--- src/rtl/ata_tmg_pkg.sv ---
package ata_tmg_pkg;
    localparam int CNT_W  = 8;
    localparam int REG_W  = 2 * CNT_W;
    localparam int DATA_W = 16;
    localparam int ADDR_W = 10;
    localparam int TMO_W  = 16;
    localparam int CFG_AW = 4;
    localparam int NREG   = 9;

    // configuration word indices
    localparam int IX_TF_STB  = 0;
    localparam int IX_TF_RCV  = 1;
    localparam int IX_PIO_STB = 2;
    localparam int IX_PIO_RCV = 3;
    localparam int IX_DMA_STB = 4;
    localparam int IX_DMA_RCV = 5;
    localparam int IX_CTRL    = 6;
    localparam int IX_UDMA    = 7;
    localparam int IX_LIMIT   = 8;
    localparam int IX_STATUS  = 9;

    localparam int RST_BIT = 8;
    localparam int DEV_BIT = 4;

    localparam logic [ADDR_W-1:0] CMD_BASE = 10'h1F0;
    localparam logic [ADDR_W-1:0] CTL_ADDR = 10'h3F6;
    localparam logic [ADDR_W-1:0] DEVHEAD  = 10'h1F6;

    typedef enum logic [1:0] {CL_TF, CL_PIO, CL_DMA} cls_e;
    typedef enum logic [1:0] {S_IDLE, S_STB, S_RCV, S_DONE} seq_e;

    typedef struct packed {
        logic [REG_W-1:0] stb;
        logic [REG_W-1:0] rcv;
    } pair_t;

    typedef struct packed {
        pair_t tf;
        pair_t pio;
        pair_t dma;
    } tmg_t;

    function automatic logic [REG_W-1:0] reg_rst_val(int idx);
        if (idx == IX_CTRL || idx == IX_UDMA) return '0;
        return '1;
    endfunction

    function automatic logic [CNT_W-1:0] dev_slice(logic [REG_W-1:0] w, logic dev);
        return dev ? w[REG_W-1:CNT_W] : w[CNT_W-1:0];
    endfunction
endpackage

--- src/rtl/ata_tmg_regs.sv ---
module ata_tmg_regs
    import ata_tmg_pkg::*;
(
    input  logic              clk,
    input  logic              rst,
    input  logic              cfg_we,
    input  logic [CFG_AW-1:0] cfg_addr,
    input  logic [REG_W-1:0]  cfg_wdata,
    input  logic              tmo_hit,
    output logic [REG_W-1:0]  cfg_rdata,
    output tmg_t              tmg,
    output logic [1:0]        udma_sel,
    output logic              dev_rst,
    output logic [TMO_W-1:0]  rdy_limit
);
    logic [REG_W-1:0] store [NREG];
    logic             tmo_flag;
    logic             clr_stat;

    assign clr_stat = cfg_we && (cfg_addr == CFG_AW'(IX_STATUS));

    always_ff @(posedge clk) begin
        for (int i = 0; i < NREG; i++) begin
            if (rst)
                store[i] <= reg_rst_val(i);
            else if (cfg_we && cfg_addr == CFG_AW'(i))
                store[i] <= cfg_wdata;
        end
    end

    always_ff @(posedge clk) begin
        if (rst)           tmo_flag <= 1'b0;
        else if (tmo_hit)  tmo_flag <= 1'b1;
        else if (clr_stat) tmo_flag <= 1'b0;
    end

    always_comb begin
        cfg_rdata = '0;
        if (int'(cfg_addr) < NREG)          cfg_rdata = store[cfg_addr];
        else if (int'(cfg_addr) == IX_STATUS) cfg_rdata = {{(REG_W-1){1'b0}}, tmo_flag};
    end

    assign tmg.tf.stb  = store[IX_TF_STB];
    assign tmg.tf.rcv  = store[IX_TF_RCV];
    assign tmg.pio.stb = store[IX_PIO_STB];
    assign tmg.pio.rcv = store[IX_PIO_RCV];
    assign tmg.dma.stb = store[IX_DMA_STB];
    assign tmg.dma.rcv = store[IX_DMA_RCV];
    assign udma_sel    = store[IX_UDMA][1:0];
    assign dev_rst     = store[IX_CTRL][RST_BIT];
    assign rdy_limit   = TMO_W'(store[IX_LIMIT]);

    // the reset output follows the control bit written one clock earlier
    p_reset_ctrl_r9: assert property (@(posedge clk) disable iff (rst)
        (cfg_we && cfg_addr == CFG_AW'(IX_CTRL)) |=> (dev_rst == $past(cfg_wdata[RST_BIT])));

    // the timeout flag stays set until the status word is written
    p_flag_sticky_r7: assert property (@(posedge clk) disable iff (rst)
        (tmo_flag && !clr_stat) |=> tmo_flag);
endmodule

--- src/rtl/ata_tmg_decode.sv ---
module ata_tmg_decode
    import ata_tmg_pkg::*;
(
    input  logic [ADDR_W-1:0] acc_addr,
    input  logic              acc_dma,
    input  logic [1:0]        udma_sel,
    input  logic              dev,
    output logic              ok,
    output cls_e              cls,
    output logic              cs0_n,
    output logic              cs1_n,
    output logic [2:0]        da
);
    logic in_cmd, in_ctl;

    assign in_cmd = (acc_addr[ADDR_W-1:3] == CMD_BASE[ADDR_W-1:3]);
    assign in_ctl = (acc_addr == CTL_ADDR);

    always_comb begin
        ok    = 1'b0;
        cls   = CL_TF;
        cs0_n = 1'b1;
        cs1_n = 1'b1;
        da    = 3'd0;
        if (acc_dma) begin
            ok  = !udma_sel[dev];
            cls = CL_DMA;
        end else if (in_cmd) begin
            ok    = 1'b1;
            cls   = (acc_addr[2:0] == 3'd0) ? CL_PIO : CL_TF;
            cs0_n = 1'b0;
            da    = acc_addr[2:0];
        end else if (in_ctl) begin
            ok    = 1'b1;
            cs1_n = 1'b0;
            da    = acc_addr[2:0];
        end
    end
endmodule

--- src/rtl/ata_tmg_seq.sv ---
module ata_tmg_seq
    import ata_tmg_pkg::*;
(
    input  logic              clk,
    input  logic              rst,
    input  logic              start,
    input  logic              write,
    input  logic [DATA_W-1:0] wdata,
    input  logic [CNT_W-1:0]  stb_cnt,
    input  logic [CNT_W-1:0]  rcv_cnt,
    input  logic              cs0_n_in,
    input  logic              cs1_n_in,
    input  logic [2:0]        da_in,
    input  logic              iordy,
    input  logic [TMO_W-1:0]  limit,
    input  logic [DATA_W-1:0] dd_in,
    output logic              busy,
    output logic              done,
    output logic              dior_n,
    output logic              diow_n,
    output logic              cs0_n,
    output logic              cs1_n,
    output logic [2:0]        da,
    output logic [DATA_W-1:0] dd_out,
    output logic              dd_oe,
    output logic [DATA_W-1:0] rdata,
    output logic              tmo_hit
);
    seq_e             st;
    logic [CNT_W-1:0] cnt, rcv_q;
    logic [TMO_W-1:0] tmo;
    logic             wr_q;

    always_ff @(posedge clk) begin
        if (rst) begin
            st     <= S_IDLE;
            cnt    <= '0;
            rcv_q  <= '0;
            tmo    <= '0;
            wr_q   <= 1'b0;
            cs0_n  <= 1'b1;
            cs1_n  <= 1'b1;
            da     <= 3'd0;
            dd_out <= '0;
            rdata  <= '0;
        end else begin
            unique case (st)
                S_IDLE: if (start) begin
                    st     <= S_STB;
                    cnt    <= stb_cnt;
                    rcv_q  <= rcv_cnt;
                    tmo    <= limit;
                    wr_q   <= write;
                    dd_out <= wdata;
                    cs0_n  <= cs0_n_in;
                    cs1_n  <= cs1_n_in;
                    da     <= da_in;
                end
                S_STB: begin
                    if (cnt != '0)
                        cnt <= cnt - 1'b1;
                    else if (!iordy && tmo != '0)
                        tmo <= tmo - 1'b1;
                    else begin
                        st  <= S_RCV;
                        cnt <= rcv_q;
                        if (!wr_q) rdata <= dd_in;
                    end
                end
                S_RCV: begin
                    if (cnt != '0) cnt <= cnt - 1'b1;
                    else           st  <= S_DONE;
                end
                S_DONE: begin
                    st    <= S_IDLE;
                    cs0_n <= 1'b1;
                    cs1_n <= 1'b1;
                    da    <= 3'd0;
                end
                default: st <= S_IDLE;
            endcase
        end
    end

    assign busy    = (st != S_IDLE);
    assign done    = (st == S_DONE);
    assign dior_n  = !(st == S_STB && !wr_q);
    assign diow_n  = !(st == S_STB && wr_q);
    assign dd_oe   = wr_q && (st == S_STB || st == S_RCV);
    assign tmo_hit = (st == S_STB) && (cnt == '0) && !iordy && (tmo == '0);

    // completion follows the recovery phase and lasts one clock
    p_done_after_rcv_r2: assert property (@(posedge clk) disable iff (rst)
        done |-> ($past(st) == S_RCV));
    p_done_pulse_r2: assert property (@(posedge clk) disable iff (rst)
        done |=> !done);
    // the strobe count steps down by one each clock
    p_stb_countdown_r2: assert property (@(posedge clk) disable iff (rst)
        (st == S_STB && $past(st) == S_STB && $past(cnt) != '0) |-> (cnt == $past(cnt) - 1'b1));
    // a low ready line with time left keeps the strobe active
    p_rdy_extend_r7: assert property (@(posedge clk) disable iff (rst)
        (st == S_STB && cnt == '0 && !iordy && tmo != '0) |=> (st == S_STB));
    // register address is held for the whole access
    p_addr_hold_r10: assert property (@(posedge clk) disable iff (rst)
        (busy && $past(busy)) |-> $stable(da));
    // never both strobes at once
    p_one_strobe_r2: assert property (@(posedge clk) disable iff (rst)
        $countones({!dior_n, !diow_n}) <= 1);
endmodule

--- src/rtl/ata_strobe_timer.sv ---
module ata_strobe_timer
    import ata_tmg_pkg::*;
(
    input  logic              clk,
    input  logic              rst,
    input  logic              cfg_we,
    input  logic [CFG_AW-1:0] cfg_addr,
    input  logic [REG_W-1:0]  cfg_wdata,
    output logic [REG_W-1:0]  cfg_rdata,
    input  logic              acc_req,
    input  logic              acc_write,
    input  logic              acc_dma,
    input  logic [ADDR_W-1:0] acc_addr,
    input  logic [DATA_W-1:0] acc_wdata,
    output logic              acc_busy,
    output logic              acc_done,
    output logic [DATA_W-1:0] acc_rdata,
    output logic              ata_dior_n,
    output logic              ata_diow_n,
    output logic              ata_cs0_n,
    output logic              ata_cs1_n,
    output logic [2:0]        ata_da,
    output logic [DATA_W-1:0] ata_dd_out,
    output logic              ata_dd_oe,
    input  logic [DATA_W-1:0] ata_dd_in,
    input  logic              ata_iordy,
    output logic              ata_reset_n
);
    tmg_t             tmg;
    logic [1:0]       udma_sel;
    logic             dev_rst, tmo_hit, dev_q, dec_ok, start;
    logic [TMO_W-1:0] rdy_limit;
    cls_e             cls;
    logic             dec_cs0_n, dec_cs1_n;
    logic [2:0]       dec_da;
    pair_t            pair;

    ata_tmg_regs u_regs (
        .clk(clk), .rst(rst), .cfg_we(cfg_we), .cfg_addr(cfg_addr),
        .cfg_wdata(cfg_wdata), .tmo_hit(tmo_hit), .cfg_rdata(cfg_rdata),
        .tmg(tmg), .udma_sel(udma_sel), .dev_rst(dev_rst), .rdy_limit(rdy_limit)
    );

    ata_tmg_decode u_dec (
        .acc_addr(acc_addr), .acc_dma(acc_dma), .udma_sel(udma_sel), .dev(dev_q),
        .ok(dec_ok), .cls(cls), .cs0_n(dec_cs0_n), .cs1_n(dec_cs1_n), .da(dec_da)
    );

    assign start = acc_req && !acc_busy && dec_ok;

    always_comb begin
        unique case (cls)
            CL_PIO:  pair = tmg.pio;
            CL_DMA:  pair = tmg.dma;
            default: pair = tmg.tf;
        endcase
    end

    always_ff @(posedge clk) begin
        if (rst)
            dev_q <= 1'b0;
        else if (start && acc_write && !acc_dma && acc_addr == DEVHEAD)
            dev_q <= acc_wdata[DEV_BIT];
    end

    ata_tmg_seq u_seq (
        .clk(clk), .rst(rst), .start(start), .write(acc_write), .wdata(acc_wdata),
        .stb_cnt(dev_slice(pair.stb, dev_q)), .rcv_cnt(dev_slice(pair.rcv, dev_q)),
        .cs0_n_in(dec_cs0_n), .cs1_n_in(dec_cs1_n), .da_in(dec_da),
        .iordy(ata_iordy), .limit(rdy_limit), .dd_in(ata_dd_in),
        .busy(acc_busy), .done(acc_done), .dior_n(ata_dior_n), .diow_n(ata_diow_n),
        .cs0_n(ata_cs0_n), .cs1_n(ata_cs1_n), .da(ata_da), .dd_out(ata_dd_out),
        .dd_oe(ata_dd_oe), .rdata(acc_rdata), .tmo_hit(tmo_hit)
    );

    assign ata_reset_n = !dev_rst;

    // the device bit of an accepted device/head write is taken next clock
    p_dev_pick_r4: assert property (@(posedge clk) disable iff (rst)
        (start && acc_write && !acc_dma && acc_addr == DEVHEAD) |=> (dev_q == $past(acc_wdata[DEV_BIT])));
    // a request during an access does not restart it
    p_busy_ignore_r10: assert property (@(posedge clk) disable iff (rst)
        (acc_busy && !acc_done) |=> acc_busy);
endmodule

--- config.mk ---
export PLATFORM = sky130hd
export DESIGN_NAME = ata_strobe_timer
export DESIGN_NICKNAME = d
export VERILOG_FILES = /design/src/rtl/ata_tmg_pkg.sv /design/src/rtl/ata_tmg_regs.sv /design/src/rtl/ata_tmg_decode.sv /design/src/rtl/ata_tmg_seq.sv /design/src/rtl/ata_strobe_timer.sv
export SDC_FILE = /design/constraint.sdc
export NUM_CORES = 1
export LEC_CHECK = 0
export ABC_AREA = 0
export ABC_CLOCK_PERIOD_IN_PS = 3900
export BUFFER_PORTS_ARGS = -buffer_cell sky130_fd_sc_hd__buf_2
export CORE_MARGIN = 2
export CORE_UTILIZATION = 64
export CTS_CLUSTER_DIAMETER = 150
export DETAILED_ROUTE_END_ITERATION = 10
export PLACE_DENSITY = 0.86
export SETUP_SLACK_MARGIN = 0.5
export SLEW_MARGIN = 20
export SYNTH_ARGS = -nofsm -noshare
export SYNTH_HDL_FRONTEND = slang
export SYNTH_SLANG_ARGS = --single-unit
--- constraint.sdc ---
create_clock -name clk -period 3.9 [get_ports clk]
set_input_delay 0.585 -clock clk [delete_from_list [all_inputs] [get_ports clk]]
set_output_delay 0.585 -clock clk [all_outputs]
set_load 0.01 [all_outputs]
==> flow_summary_export.csv, run 1 <==
group,metric,value,unit
clock_tree,post_cts.repair.setup_buffers,0,
power,p_int,4.68,mW
place,place.port_buffers,127,
flow_run,maxCapViolCount,0,
power,seqPwrFrac,0.414,
finish,final_nets,1246,
setup_path,setup.worst_path.start_class,"input pin",
sta,max_freq,336,MHz
setup_path,end_kind,"primary output",
floorplanning,die_x,136,um
place,dpl_worst_slack,0.966,ns
setup_path,slowest_delay,0.65,ns
route,antenna_left,0,
floorplanning,core,17200,um2
logic_synthesis,syn_nets,1142,
setup_path,path_class,"input pin to primary output",
power,netSwitchingPower,2.29,mW
power,p_per_area,549,nW/um2
outcome,status,"finished, final reports clean",
clock_tree,h-tree-depth,1,
sta,setup_slack,0.922,ns
logic_synthesis,syn_inst,1065,
clock_tree,ctsHoldBuffers,0,
logic_synthesis,ys.flop_type,"edfxtp_1",
finish,syn2layout_area_growth,14.0,%
sta,fin_crit_sh,0.764,
finish,final_cells,1412,
clock_tree,clock_path_buffers,3,
logic_synthesis,synth_warnings,0,
sta,setup-violations-final,0,
setup_path,cp_max_fo,21,
power,power_leakage,4.62,nW
sta,maxSlewHeadroom,0.262,
floorplanning,die_area,18500,um2
sta,tns,0,ns
sta,finalClockSkew,0.0161,ns
setup_path,critical_path_buf_inv_count,2,
logic_synthesis,yosysUniqueCellTypes,74,
sta,final.min_clock_period,2.98,ns
clock_tree,clock_sinks,218,
logic_synthesis,ys_seq_elements,218,
route,drt_pre_antenna_iters,7,
power,clkPwrFrac,0.321,
logic_synthesis,synth.avg_cell_area,10.5,um2
floorplanning,initial_core_util,0.649,
grt,grt_max_degree,105,
clock_tree,cts_tree,"built",
setup_path,required,3.31,ns
setup_path,path_common_cell,"buf_2",
logic_synthesis,yosysTopAreaCell,"edfxtp_1",
route,wl_per_cell,23.7,um
clock_tree,cts.reportedPaths.clkPinSlew,0.06,ns
grt,grt_pass1_wl,50000,um
logic_synthesis,synth_edf_count,144,
route,first_iter_violations,1497,
route,drc,0,
logic_synthesis,synth_top_cell_area_share,0.388,
grt,antenna_found_initial,0,
logic_synthesis,synth_common_cells,"edfxtp_1 (144), nand2_1 (142), a21oi_1 (100), or2_2 (80), dfxtp_1 (74)",
logic_synthesis,synthArstFlopShare,0,
logic_synthesis,synth.area.top_cells,"edfxtp_1 (39%), dfxtp_1 (13%), mux4_2 (6.5%), nand2_1 (4.8%), a21oi_1 (4.5%)",
finish,drive_above_1_share,0.264,
power,p_comb_frac,0.265,
min_path,min_path_type,"input pin to flop",
grt,overflow,0,
clock_tree,cts_resized,0,
power,switching_share,0.329,
logic_synthesis,seq_area_frac_synth,0.521,
place,gp_congestion,1.03,
setup_path,cp.arrival,2.39,ns
clock_tree,insertion_delay,0.53,ns
setup_path,crit_chain,"buf_2, nor2_1, and2_1, a21oi_1, o22ai_1, buf_2",
route,num_vias,9338,
place,placedCellCount,1369,
sta,whs,0.303,ns
sta,tightestPinTransition,1.11,ns
power,ir_worst_vdd,0.000390,V
sta,drv_slew,0,
setup_path,cpMaxStageDelayCell,"and2_1",
grt,grt_pass1_vias,8676,
sta,rsz0062_at_grt,"false",
place,dp_hpwl,22400,um
floorplanning,fp-row-count,48,
logic_synthesis,syn-cell-area,11100,um2
setup_path,crit_family,"simple AND/OR/NAND/NOR gates",
clock_tree,ctsRootBufferMaster,"clkbuf_16",
clock_tree,cts_buffers,23,
logic_synthesis,yosysMostFrequentCell,"edfxtp_1",
grt,track_usage,0.362,
route,drt-total-wl,33400,um
sta,hold_viol,0,
floorplanning,die_h,136,um
route,vias_per_cell,6.61,
floorplanning,io_pins,128,
kinds of logic after synthesis:
group / share of synthesized area
simple gates: 0.209
fa+ha+maj: 0.00899
buf+inv: 0.0365
flops: 0.521
xor+xnor: 0.00315
mux: 0.0819
compound gates: 0.139
flip-flops by register name, summed over array words and instances (netlist names):
name / cells
u_regs.store: 144
u_seq.dd_out: 16
u_seq.rdata: 16
u_seq.tmo: 16
u_seq.cnt: 8
u_seq.rcv_q: 8
u_seq.da: 3
u_seq.st: 2
dev_q: 1
u_regs.tmo_flag: 1
u_seq.cs0_n: 1
u_seq.cs1_n: 1
u_seq.wr_q: 1
through the flow:
| stage | power [mW] | cell area, um2 | util |
|---|---|---|---|
| global placement | 4.66 | 11900 | 0.694 |
| detailed placement | 4.70 | 11900 | 0.694 |
| global route | 7.25 | 12700 | 0.739 |
| CTS | 6.92 | 12700 | 0.739 |
| finish | 6.97 | 12700 | 0.740 |
| floorplan | 4.17 | 11100 | - |
power groups by stage:
| stage | Clock (mW) | Sequential [mW] | Combinational [mW] |
|---|---|---|---|
| 2_1_floorplan | 0 | 2.86 | 1.31 |
| 3_3_place_gp | 0 | 2.90 | 1.75 |
| 3_5_place_dp | 0 | 2.91 | 1.79 |
| 4_1_cts | 2.24 | 2.87 | 1.81 |
| 5_1_grt | 2.32 | 2.90 | 2.03 |
| 6_report | 2.24 | 2.88 | 1.85 |
worst register-to-register path: stages, from the launching register on:
cell,delay [ns]
dfxtp_1,0.33
inv_1,0.09
ha_1,0.30
nor3b_1,0.36
and2_0,0.43
nand2_1,0.25
nor3_2,0.76
nand2_1,0.16
a21oi_1,0.16
metal layers:
layer / part of all wire / vias to the layer above / global-route usage
met5: 0 / - / 0
met4: 0.055 / 0 / 0.157
met3: 0.14 / 150 / 0.0876
met2: 0.46 / 712 / 0.566
met1: 0.35 / 4397 / 0.486
li1: - / 4079 / -
area by class of cell:
| class | count | area [um2] |
|---|---|---|
| Sequential cell | 218 | 5810 |
| Multi-Input combinational cell | 747 | 4930 |
| Fill cell | 1174 | 4470 |
| Timing Repair Buffer | 148 | 796 |
| Clock buffer | 29 | 608 |
| Tap cell | 225 | 282 |
| Clock inverter | 13 | 164 |
| Inverter | 31 | 116 |
| Antenna cell | 1 | 2.50 |
placed cells by master (no fill, tap or decap), types with 18 or more instances in the layout:
cell type / netlist / routed
a21oi_1: 100 / 100
and2_1: 36 / 36
buf_2: 13 / 126
buf_4: 4 / 22
clkbuf_16: 0 / 23
dfxtp_1: 74 / 74
edfxtp_1: 144 / 144
inv_1: 31 / 31
mux2i_1: 18 / 18
mux4_2: 32 / 32
nand2_1: 142 / 142
nand2b_1: 30 / 30
nor2_1: 37 / 37
nor2b_1: 25 / 25
nor3_1: 21 / 21
o21ai_0: 29 / 29
o22ai_1: 25 / 25
or2_2: 80 / 80
or3_1: 18 / 18
worst paths after layout:
| kind | from | endpoint | slack, ns | cells past startpoint |
|---|---|---|---|---|
| worst max-delay path | cfg_addr[1] | cfg_rdata[15] | 0.92 | 6 |
| worst min-delay path | acc_wdata[3] | u_seq.dd_out[3] | 0.30 | 3 |
| worst max register to register | u_seq.cnt[0] | u_seq.rdata[11] | 0.97 | 8 |
| worst min register to register | u_seq.dd_out[14] | u_seq.dd_out[14] | 0.45 | 2 |
Note: power is estimated with default switching activity, not from simulation.
==> run 2, diff against run 1 <==
--- a/config.mk
+++ b/config.mk
@@ -6,13 +6,13 @@
 export NUM_CORES = 1
 export LEC_CHECK = 0
 export ABC_AREA = 0
-export ABC_CLOCK_PERIOD_IN_PS = 3900
+export ABC_CLOCK_PERIOD_IN_PS = 2860
 export BUFFER_PORTS_ARGS = -buffer_cell sky130_fd_sc_hd__buf_2
 export CORE_MARGIN = 2
-export CORE_UTILIZATION = 64
+export CORE_UTILIZATION = 59
 export CTS_CLUSTER_DIAMETER = 150
 export DETAILED_ROUTE_END_ITERATION = 10
-export PLACE_DENSITY = 0.86
+export PLACE_DENSITY = 0.8
 export SETUP_SLACK_MARGIN = 0.5
 export SLEW_MARGIN = 20
 export SYNTH_ARGS = -nofsm -noshare
==> constraint.sdc (replaced) <==
create_clock -name clk -period 2.86 [get_ports clk]
set_input_delay 0.429 -clock clk [delete_from_list [all_inputs] [get_ports clk]]
set_output_delay 0.429 -clock clk [all_outputs]
set_load 0.01 [all_outputs]
==> run 2 against run 1 <==
Clock power rose by 46%. Clock skew fell by 0.0078 ns. Worst hold slack got worse by 0.16 ns. Global-route usage fell by 4.2 points. Sequential share of layout area fell by 2.9 points. Critical path depth fell by 1. Sequential power rose by 36%. Clock-buffer cell count rose by 5. Cell count rose by 5.9%. Combinational power rose by 53%. Via count rose by 0.86%. Highest routed layer unchanged.
==> flow_summary_export.csv, run 2 (synthesis results as in run 1) <==
group,metric,value,unit
floorplanning,io_pins,128,
setup_path,cp_max_fo,2,
finish,fillCellCount,1283,
flow_run,maxCapViolCount,0,
route,antenna_left,0,
route,vias_per_cell,6.30,
sta,whs,0.145,ns
route,first_iter_violations,1169,
finish,final_cells,1496,
place,gp_congestion,0.984,
floorplanning,die_area,20000,um2
finish,top_register,"u_regs.store",
clock_tree,clock_sinks,218,
sta,setup_slack,0.384,ns
power,ir_worst_vdd,0.000508,V
route,wl_per_cell,22.2,um
setup_path,required,2.43,ns
floorplanning,die_x,141,um
finish,syn2layout_area_growth,21.6,%
finish,multiInputGateArea,5110,um2
grt,antenna_found_initial,0,
sta,tightestPinTransition,0.763,ns
sta,drv_slew,0,
setup_path,setup.worst_path.start_class,"flop",
clock_tree,h-tree-depth,1,
finish,n_antenna_cell,0,
clock_tree,ctsRootBufferMaster,"clkbuf_16",
power,p_per_area,740,nW/um2
grt,grt_pass1_vias,9030,
grt,overflow,0,
finish,ff_latch_area,5810,um2
route,num_vias,9418,
grt,grt_max_degree,65,
clock_tree,clock_path_buffers,3,
route,drc,0,
sta,hold_viol,0,
sta,max_freq,404,MHz
clock_tree,cts_buffers,24,
floorplanning,fp-row-count,50,
clock_tree,cts_tree,"built",
setup_path,path_class,"flop to primary output",
setup_path,end_kind,"primary output",
sta,maxSlewHeadroom,0.491,
power,power_leakage,5.09,nW
route,drt-total-wl,33200,um
grt,grt_pass1_wl,49500,um
floorplanning,die_h,141,um
outcome,status,"finished, final reports clean",
setup_path,cp.arrival,2.05,ns
clock_tree,cts.reportedPaths.clkPinSlew,0.06,ns
sta,rsz0062_at_grt,"true",
finish,final_nets,1321,
finish,drive_above_1_share,0.336,
sta,finalClockSkew,0.00829,ns
place,placedCellCount,1404,
finish,final_common_cell,"edfxtp_1",
sta,fin_crit_sh,0.866,
finish,largest_reg_flops,144,
sta,final.min_clock_period,2.48,ns
min_path,min_path_type,"input pin to flop",
floorplanning,initial_core_util,0.598,
sta,tns,0,ns
grt,track_usage,0.320,
power,total_power,10.0,mW
place,place.port_buffers,127,
floorplanning,core,18600,um2
finish,layout_common_cells,"edfxtp_1 (144), nand2_1 (142), buf_2 (125)",
route,drt_pre_antenna_iters,6,
sta,setup-violations-final,0,
clock_tree,insertion_delay,0.52,ns
place,dp_hpwl,22500,um
place,dpl_worst_slack,0.406,ns
[run 2: worst paths after layout]
path | cells past startpoint | from | slack, ns | endpoint
setup / recovery | 5 | u_regs.store[2][10] | 0.38 | cfg_rdata[10]
hold / removal | 3 | acc_wdata[9] | 0.15 | u_seq.dd_out[9]
setup reg to reg | 8 | u_seq.tmo[1] | 0.61 | u_seq.tmo[9]
hold reg to reg | 2 | u_seq.rdata[4] | 0.45 | u_seq.rdata[4]
[run 2: cell type report]
cell class	instances	share of cell area
multi-input cells	747	0.377
clock buffers	34	0.0556
inverters	31	0.00859
clock inverters	10	0.00748
well taps	234	0.0216
repair buffers	222	0.101
flip-flops and latches	218	0.428
[run 2: per-stage QoR]
stage / utilization / cell area [um2]
after floorplan: - / 11100
after global placement: 0.652 / 12100
after detailed placement: 0.652 / 12200
after CTS: 0.712 / 13300
after global routing: 0.727 / 13600
final: 0.727 / 13600
[run 2: power by group]
| group | switching, mW | internal, mW | leakage, nW |
|---|---|---|---|
| clock | 1.27 | 2.01 | 0.424 |
| combinational | 1.68 | 1.14 | 2.64 |
| sequential | 0.267 | 3.65 | 2.03 |
[run 2: worst max-delay path: stages (launching register included)]
cell      delay, ns
edfxtp_1       0.44
mux4_2         0.49
nor2b_1        0.15
a21oi_2        0.19
o22ai_2        0.09
buf_2          0.15
[run 2: what timing repair did]
action                                  4_1_cts  5_1_grt
pin swaps                                     9        7
resized for setup                            17       25
hold buffers                                  0        0
buffers inserted                             29       19
endpoints found under the setup margin       43       59
[run 2: layer usage]
metal  global-route usage  wire length, um  part of all wire
met4                0.144             1410             0.042
met1                0.425            12500              0.38
met5                    0                0                 0
met3               0.0658             3780              0.11
met2                0.514            15600              0.47
